`src/rtl/mri_seq.sv`:
```
module mri_seq #(
  parameter int DW = 16,
  parameter int AW = 12
) (
  input  logic          clk,
  input  logic          rst,
  input  logic          start,
  input  logic [2:0]    opcode,
  input  logic [AW-1:0] eaddr,
  output logic [AW-1:0] mem_addr,
  output logic [DW-1:0] mem_wdata,
  output logic          mem_we,
  input  logic [DW-1:0] mem_rdata,
  output logic [DW-1:0] acc,
  output logic          link,
  output logic [DW-1:0] mbuf,
  output logic [AW-1:0] pc,
  output logic          done
);

  localparam logic [2:0] OP_AND = 3'd0;
  localparam logic [2:0] OP_TAD = 3'd1;
  localparam logic [2:0] OP_ISZ = 3'd2;
  localparam logic [2:0] OP_DCA = 3'd3;
  localparam logic [2:0] OP_JMS = 3'd4;
  localparam logic [2:0] OP_JMP = 3'd5;

  typedef enum logic [1:0] {S_IDLE, S_READ, S_EXEC, S_WRITE} st_t;

  st_t           st;
  logic [2:0]    op_q;
  logic [AW-1:0] ea_q;
  logic [DW:0]   sum;
  logic [DW-1:0] inc_w;

  assign sum      = {1'b0, acc} + {1'b0, mem_rdata};
  assign inc_w    = mem_rdata + DW'(1);
  assign mem_addr = ea_q;
  assign mem_we   = (st == S_WRITE);
  assign mem_wdata = (op_q == OP_ISZ) ? mbuf :
                     (op_q == OP_DCA) ? acc  : DW'(pc);

  always_ff @(posedge clk) begin
    if (rst) begin
      st   <= S_IDLE;
      op_q <= '0;
      ea_q <= '0;
      acc  <= '0;
      link <= 1'b0;
      mbuf <= '0;
      pc   <= '0;
      done <= 1'b0;
    end else begin
      done <= 1'b0;
      case (st)
        S_IDLE: if (start) begin
          op_q <= opcode;
          ea_q <= eaddr;
          case (opcode)
            OP_AND, OP_TAD, OP_ISZ: st <= S_READ;
            OP_DCA, OP_JMS:         st <= S_WRITE;
            OP_JMP:                 st <= S_EXEC;
            default:                done <= 1'b1;
          endcase
        end
        S_READ: st <= S_EXEC;
        S_EXEC: begin
          case (op_q)
            OP_AND: begin acc <= acc & mem_rdata; done <= 1'b1; st <= S_IDLE; end
            OP_TAD: begin
              acc  <= sum[DW-1:0];
              link <= link ^ sum[DW];
              done <= 1'b1;
              st   <= S_IDLE;
            end
            OP_ISZ: begin mbuf <= inc_w; st <= S_WRITE; end
            default: begin pc <= ea_q; done <= 1'b1; st <= S_IDLE; end
          endcase
        end
        S_WRITE: begin
          case (op_q)
            OP_ISZ:  if (mbuf == '0) pc <= pc + AW'(1);
            OP_DCA:  acc <= '0;
            default: pc <= ea_q + AW'(1);
          endcase
          done <= 1'b1;
          st   <= S_IDLE;
        end
        default: st <= S_IDLE;
      endcase
    end
  end

  p_and_r2: assert property (@(posedge clk) disable iff (rst)
    (st == S_EXEC && op_q == OP_AND) |=> acc == ($past(acc) & $past(mem_rdata)));

  p_tad_link_r3: assert property (@(posedge clk) disable iff (rst)
    (st == S_EXEC && op_q == OP_TAD) |=>
      ({link ^ $past(link), acc} == ({1'b0, $past(acc)} + {1'b0, $past(mem_rdata)})));

  p_isz_skip_r4: assert property (@(posedge clk) disable iff (rst)
    (mem_we && op_q == OP_ISZ && mbuf == '0) |=> pc == $past(pc) + AW'(1));

  p_dca_clear_r5: assert property (@(posedge clk) disable iff (rst)
    (mem_we && op_q == OP_DCA) |=> acc == '0);

  p_jms_target_r6: assert property (@(posedge clk) disable iff (rst)
    (mem_we && op_q == OP_JMS) |=> pc == $past(ea_q) + AW'(1));

  p_jmp_target_r7: assert property (@(posedge clk) disable iff (rst)
    (st == S_EXEC && op_q == OP_JMP) |=> pc == $past(ea_q));

  p_bad_op_r8: assert property (@(posedge clk) disable iff (rst)
    (st == S_IDLE && start && opcode > OP_JMP) |=>
      (done && !mem_we && $stable(acc) && $stable(pc) && $stable(link) && $stable(mbuf)));

  p_done_pulse_r9: assert property (@(posedge clk) disable iff (rst)
    done |=> !done);

  p_write_retires_r10: assert property (@(posedge clk) disable iff (rst)
    mem_we |=> (done && !mem_we));

endmodule

```
`config.mk`:
```
export PLATFORM = sky130hd
export DESIGN_NAME = mri_seq
export DESIGN_NICKNAME = d
export VERILOG_FILES = /design/src/rtl/mri_seq.sv
export SDC_FILE = /design/constraint.sdc
export NUM_CORES = 1
export LEC_CHECK = 0
export BUFFER_PORTS_ARGS = -buffer_cell sky130_fd_sc_hd__buf_2
export CORE_MARGIN = 2
export CORE_UTILIZATION = 55
export DETAILED_ROUTE_END_ITERATION = 10
export GPL_ROUTABILITY_DRIVEN = 1
export PLACE_DENSITY = 0.89
export SYNTH_ARGS = -nofsm -noshare
export SYNTH_HDL_FRONTEND = slang
export SYNTH_SLANG_ARGS = --single-unit
```
`constraint.sdc`:
```
create_clock -name clk -period 4.5 [get_ports clk]
set_input_delay 0 -clock clk [delete_from_list [all_inputs] [get_ports clk]]
set_output_delay 0 -clock clk [all_outputs]
set_load 0.005 [all_outputs]
```
==> results.txt <==
The run gives 0.0223 ns as the final-layout worst hold slack. Origin of the critical flop-to-flop path: op_q[0]$_SDFFE_PP0P_. The worst path uses 64.2% of the clock period. The signal arrival time at the worst endpoint came out at 3.14 ns.

The library cells used most frequently in the layout, excluding fill and tap cells, are sky130_fd_sc_hd__buf_2 (108), sky130_fd_sc_hd__nand2_1 (106), sky130_fd_sc_hd__dfxtp_1 (63). The root buffer selected by CTS is sky130_fd_sc_hd__clkbuf_8. After synthesis, the netlist uses 62 different library cells. The final layout contains 749 nets. Cells fill 68.6% of the core in the end. The number of global-route vias before repair came out at 4608. The clock insertion delay at the later pin of the skew report is 0.37 ns, and the final routed wire length divided by cell count is 17.0 µm. From synthesis to final layout, the design area changed by 21.4%. The reported leakage power was 2.19 nW; the slew at the pin with the worst max-slew slack was 1.03 ns. After layout, the worst setup slack is 1.61 ns.

In this run the critical register-to-register path is captured at pc[10]$_SDFFE_PP0P_. The tools report the total via count after detailed routing as 4983. For this run, the register share of the synthesized area comes to 28.9%.

Setup slack on the worst reg-to-reg path comes out at 1.61 ns. TritonCTS built the clock tree. The average vias per placed instance works out to 6.21. Entering global routing, the biggest net connects 41 pins. Chip height: 93.1 µm. Summed over all failing endpoints, the final setup total negative slack is 0 ns. The iteration count of the initial detailed-routing pass is 5. The most used flip-flop cell after synthesis is sky130_fd_sc_hd__dfxtp_1.

Among all stages on the critical path, the largest delay is contributed by sky130_fd_sc_hd__buf_4. The run gives 30.9% as the headroom to the max-slew limit. After clock tree synthesis, the clock-pin slew on the worst setup and hold paths is 0.08 ns. Summed over all layers, the global routing overflow is 0. The routability congestion estimate is 0.974, and the fraction of registers with async set/reset is 0%. The setup path with the least slack is of type reg2reg. Counting I/O delays and the setup requirement, the final critical path takes 2.89 ns.

Setup violations remaining at the end of the flow were counted as 0. The number of pins with negative max-slew slack in the final report came out at 0. STA classifies the critical path startpoint as a flip-flop. Commonest non-fill, non-tap cell in the layout: sky130_fd_sc_hd__buf_2. The first-pass GRT wire length was 22300 µm; the number of buffer cells added on primary ports was 108.

No sink is reached through more buffers than the 2 on the longest clock path. The mean instance size in the synthesized netlist came out at 7.44 µm². The logs give 640 for the net count after synthesis and 4.75 ns for the data required time of the critical path.

The clock arrives with 0.0160 ns of skew. The tools report the total clock sinks as 63. The most critical setup path has its startpoint at op_q[0]$_SDFFE_PP0P_. For the maximum achievable frequency, the log shows 346 MHz.

The die covers 0.00867 mm². The buffers inserted during post-CTS setup optimization is 0, and the count of antenna diodes in the layout is 0. The H-tree was split into 3 levels. Across the run, the number of max-cap violations was 0. After legalization and detailed placement, the total HPWL measured 9770 µm. The synthesized design contains 63 register bits.

For this run, the number of Yosys warnings is 0. The tools report the placeable core region as 0.00773 mm². The x dimension of the die is 93.1 µm.

The number of clock buffers added by TritonCTS is 9. The critical path goes through buf_4 > or3b_2 > nand2_1 > nand2_1 > ha_1 > inv_1 > or2_2 > nor3_1 > nor4_1 > o41ai_1. 109 I/O pins were placed. In the synthesized netlist, the number of instances is 587. Counting stages on the worst path, the most repeated cell is sky130_fd_sc_hd__nand2_1. The detailed router finished its first iteration with 450 violations. The count of nets left with antenna violations once routing finished came out at 0. The combined global-route utilization of all metal layers was 32.0%.

The run finished with clean final reports. The tools report the final hold violation count as 0. After detailed routing, the number of remaining DRC violations is 0. The post-place setup slack was 1.70 ns.

For this design the ratio of total power to cell area is 251 mW/mm². The end point of the critical path was pc[10]$_SDFFE_PP0P_. After detailed routing, the total wire length is 13700 µm. The nature of the critical path endpoint was a flip-flop. Number of enable flip-flop cells after synthesis: 0. Setup repair after global routing left no endpoint under its margin. In this run the core area contains 32 standard-cell rows. The min-delay analysis places its worst path in the category in2reg. Cells with a size suffix above 1 make up 20.5% of the layout. The synthesized netlist occupies a cell area of 0.00437 mm². Once the floorplan was initialized, standard cells occupied 56.5% of the core. The number of cells traversed by the worst register-to-register path is 10, and the initial antenna violation count is 0. IR analysis of the VDD net gives a maximum drop of 202 µV. The largest fanout on the critical path came out at 40. In this design, the stage delay of the slowest critical-path cell is 0.43 ns.
cells in the mapped netlist (4+ instances only):
cell type                   number  area share, %
sky130_fd_sc_hd__xnor2_1        18            3.6
sky130_fd_sc_hd__nand2b_1        4           0.57
sky130_fd_sc_hd__mux2i_1        18            4.1
sky130_fd_sc_hd__buf_2          10            1.1
sky130_fd_sc_hd__nand4_1         5           0.72
sky130_fd_sc_hd__inv_1           9           0.77
sky130_fd_sc_hd__a211oi_1       21            3.6
sky130_fd_sc_hd__nand2_1       106            9.1
sky130_fd_sc_hd__and3_1         12            1.7
sky130_fd_sc_hd__a21oi_1        54            6.2
sky130_fd_sc_hd__nand3_1        25            2.9
sky130_fd_sc_hd__o2111ai_1       5            1.0
sky130_fd_sc_hd__o221ai_1       12            2.4
sky130_fd_sc_hd__xor2_1          9            1.8
sky130_fd_sc_hd__nor2_1         48            4.1
sky130_fd_sc_hd__nor2b_1         5           0.72
sky130_fd_sc_hd__o211ai_1        4           0.69
sky130_fd_sc_hd__clkbuf_1       23            2.0
sky130_fd_sc_hd__a311oi_1        4           0.80
sky130_fd_sc_hd__o21ai_0        37            4.2
sky130_fd_sc_hd__a31oi_1         6           0.86
sky130_fd_sc_hd__nor3_1          8           0.92
sky130_fd_sc_hd__or3_1           4           0.57
sky130_fd_sc_hd__dfxtp_1        63             29
sky130_fd_sc_hd__ha_1           18            5.2
sky130_fd_sc_hd__nor4_1          4           0.57
sky130_fd_sc_hd__a21o_1          4           0.69
through the flow:
| step | power, W | instance area [µm²] | instances |
|---|---|---|---|
| 2_1_floorplan | 0.000790 | 4370 | 587 |
| 4_1_cts | 0.00132 | 5300 | 803 |
| 3_5_place_dp | 0.000879 | 4930 | 766 |
| 6_report | 0.00133 | 5300 | 803 |
| 5_1_grt | 0.00139 | 5300 | 803 |
| 3_3_place_gp | 0.000871 | 4930 | 766 |
area by class of cell:
| class | count | area [µm²] |
|---|---|---|
| Fill cell | 616 | 2420 |
| Inverter | 9 | 33.8 |
| Sequential cell | 63 | 1260 |
| Timing Repair Buffer | 134 | 788 |
| Clock buffer | 9 | 124 |
| Multi-Input combinational cell | 479 | 2930 |
| Tap cell | 102 | 128 |
| Clock inverter | 7 | 40.0 |
state kept, by name, summed over array words and instances, names as in the netlist:
name / flops
mbuf: 16
mem_addr: 12
link: 1
done: 1
pc: 12
op_q: 3
acc: 16
st: 2
kinds of logic (layout without fill, tap and decap cells):
family	count (synthesis)	count (layout)	synth area share, %
and+or+nand+nor	237	237	24.8
AOI/OAI and AO/OA	175	175	26.2
DFF	63	63	28.9
buffers and inverters	45	159	4.15
xor gates and xnor gates	27	27	5.41
muxes	21	21	4.98
adders and majority gates	19	19	5.61
worst min path at each step:
stage | end | slack (ns) | start | cells past startpoint
3_3_place_gp | mem_addr[10]$_SDFFE_PP0P_ | 0.24 | eaddr[10] | 3
2_1_floorplan | mbuf[0]$_SDFFE_PP0P_ | 0.1 | mem_rdata[0] | 1
6_report | mbuf[10]$_SDFFE_PP0P_ | 0.02 | mem_rdata[10] | 3
4_1_cts | mbuf[10]$_SDFFE_PP0P_ | 0.02 | mem_rdata[10] | 3
3_5_place_dp | mbuf[0]$_SDFFE_PP0P_ | 0.25 | mem_rdata[0] | 2
5_1_grt | mbuf[2]$_SDFFE_PP0P_ | 0.03 | mem_rdata[2] | 3
critical path: cells and delay by family (launching register included):
| kind | cells | cell delay, ns |
|---|---|---|
| DFF | 1 | 0.31 |
| buffers and inverters | 2 | 0.56 |
| adders and majority gates | 1 | 0.34 |
| AOI/OAI and AO/OA | 1 | 0.38 |
| and+or+nand+nor | 6 | 1.19 |
what timing repair did:
item	4_1_cts	5_1_grt
hold buffers	21	0
endpoints found under the hold margin	23	0
endpoints found under the setup margin	0	0
resized for setup	0	0
layer usage:
layer | up-vias | GRT usage [%] | share of wire [%]
li1 | 2361 | - | -
met1 | 2247 | 41.9 | 40
met2 | 324 | 50.3 | 46
met3 | 51 | 6.85 | 10
met4 | 0 | 15.2 | 3.5
met5 | - | 0 | 0
power by group:
| part | internal (W) | leakage (nW) | switching, W | total, W |
|---|---|---|---|---|
| clock network | 0.000195 | 0.0846 | 0.000249 | 0.000444 |
| registers | 0.000580 | 0.511 | 0.0000372 | 0.000617 |
| logic | 0.000110 | 1.59 | 0.000162 | 0.000272 |
Power figures use the tool's default switching activity.
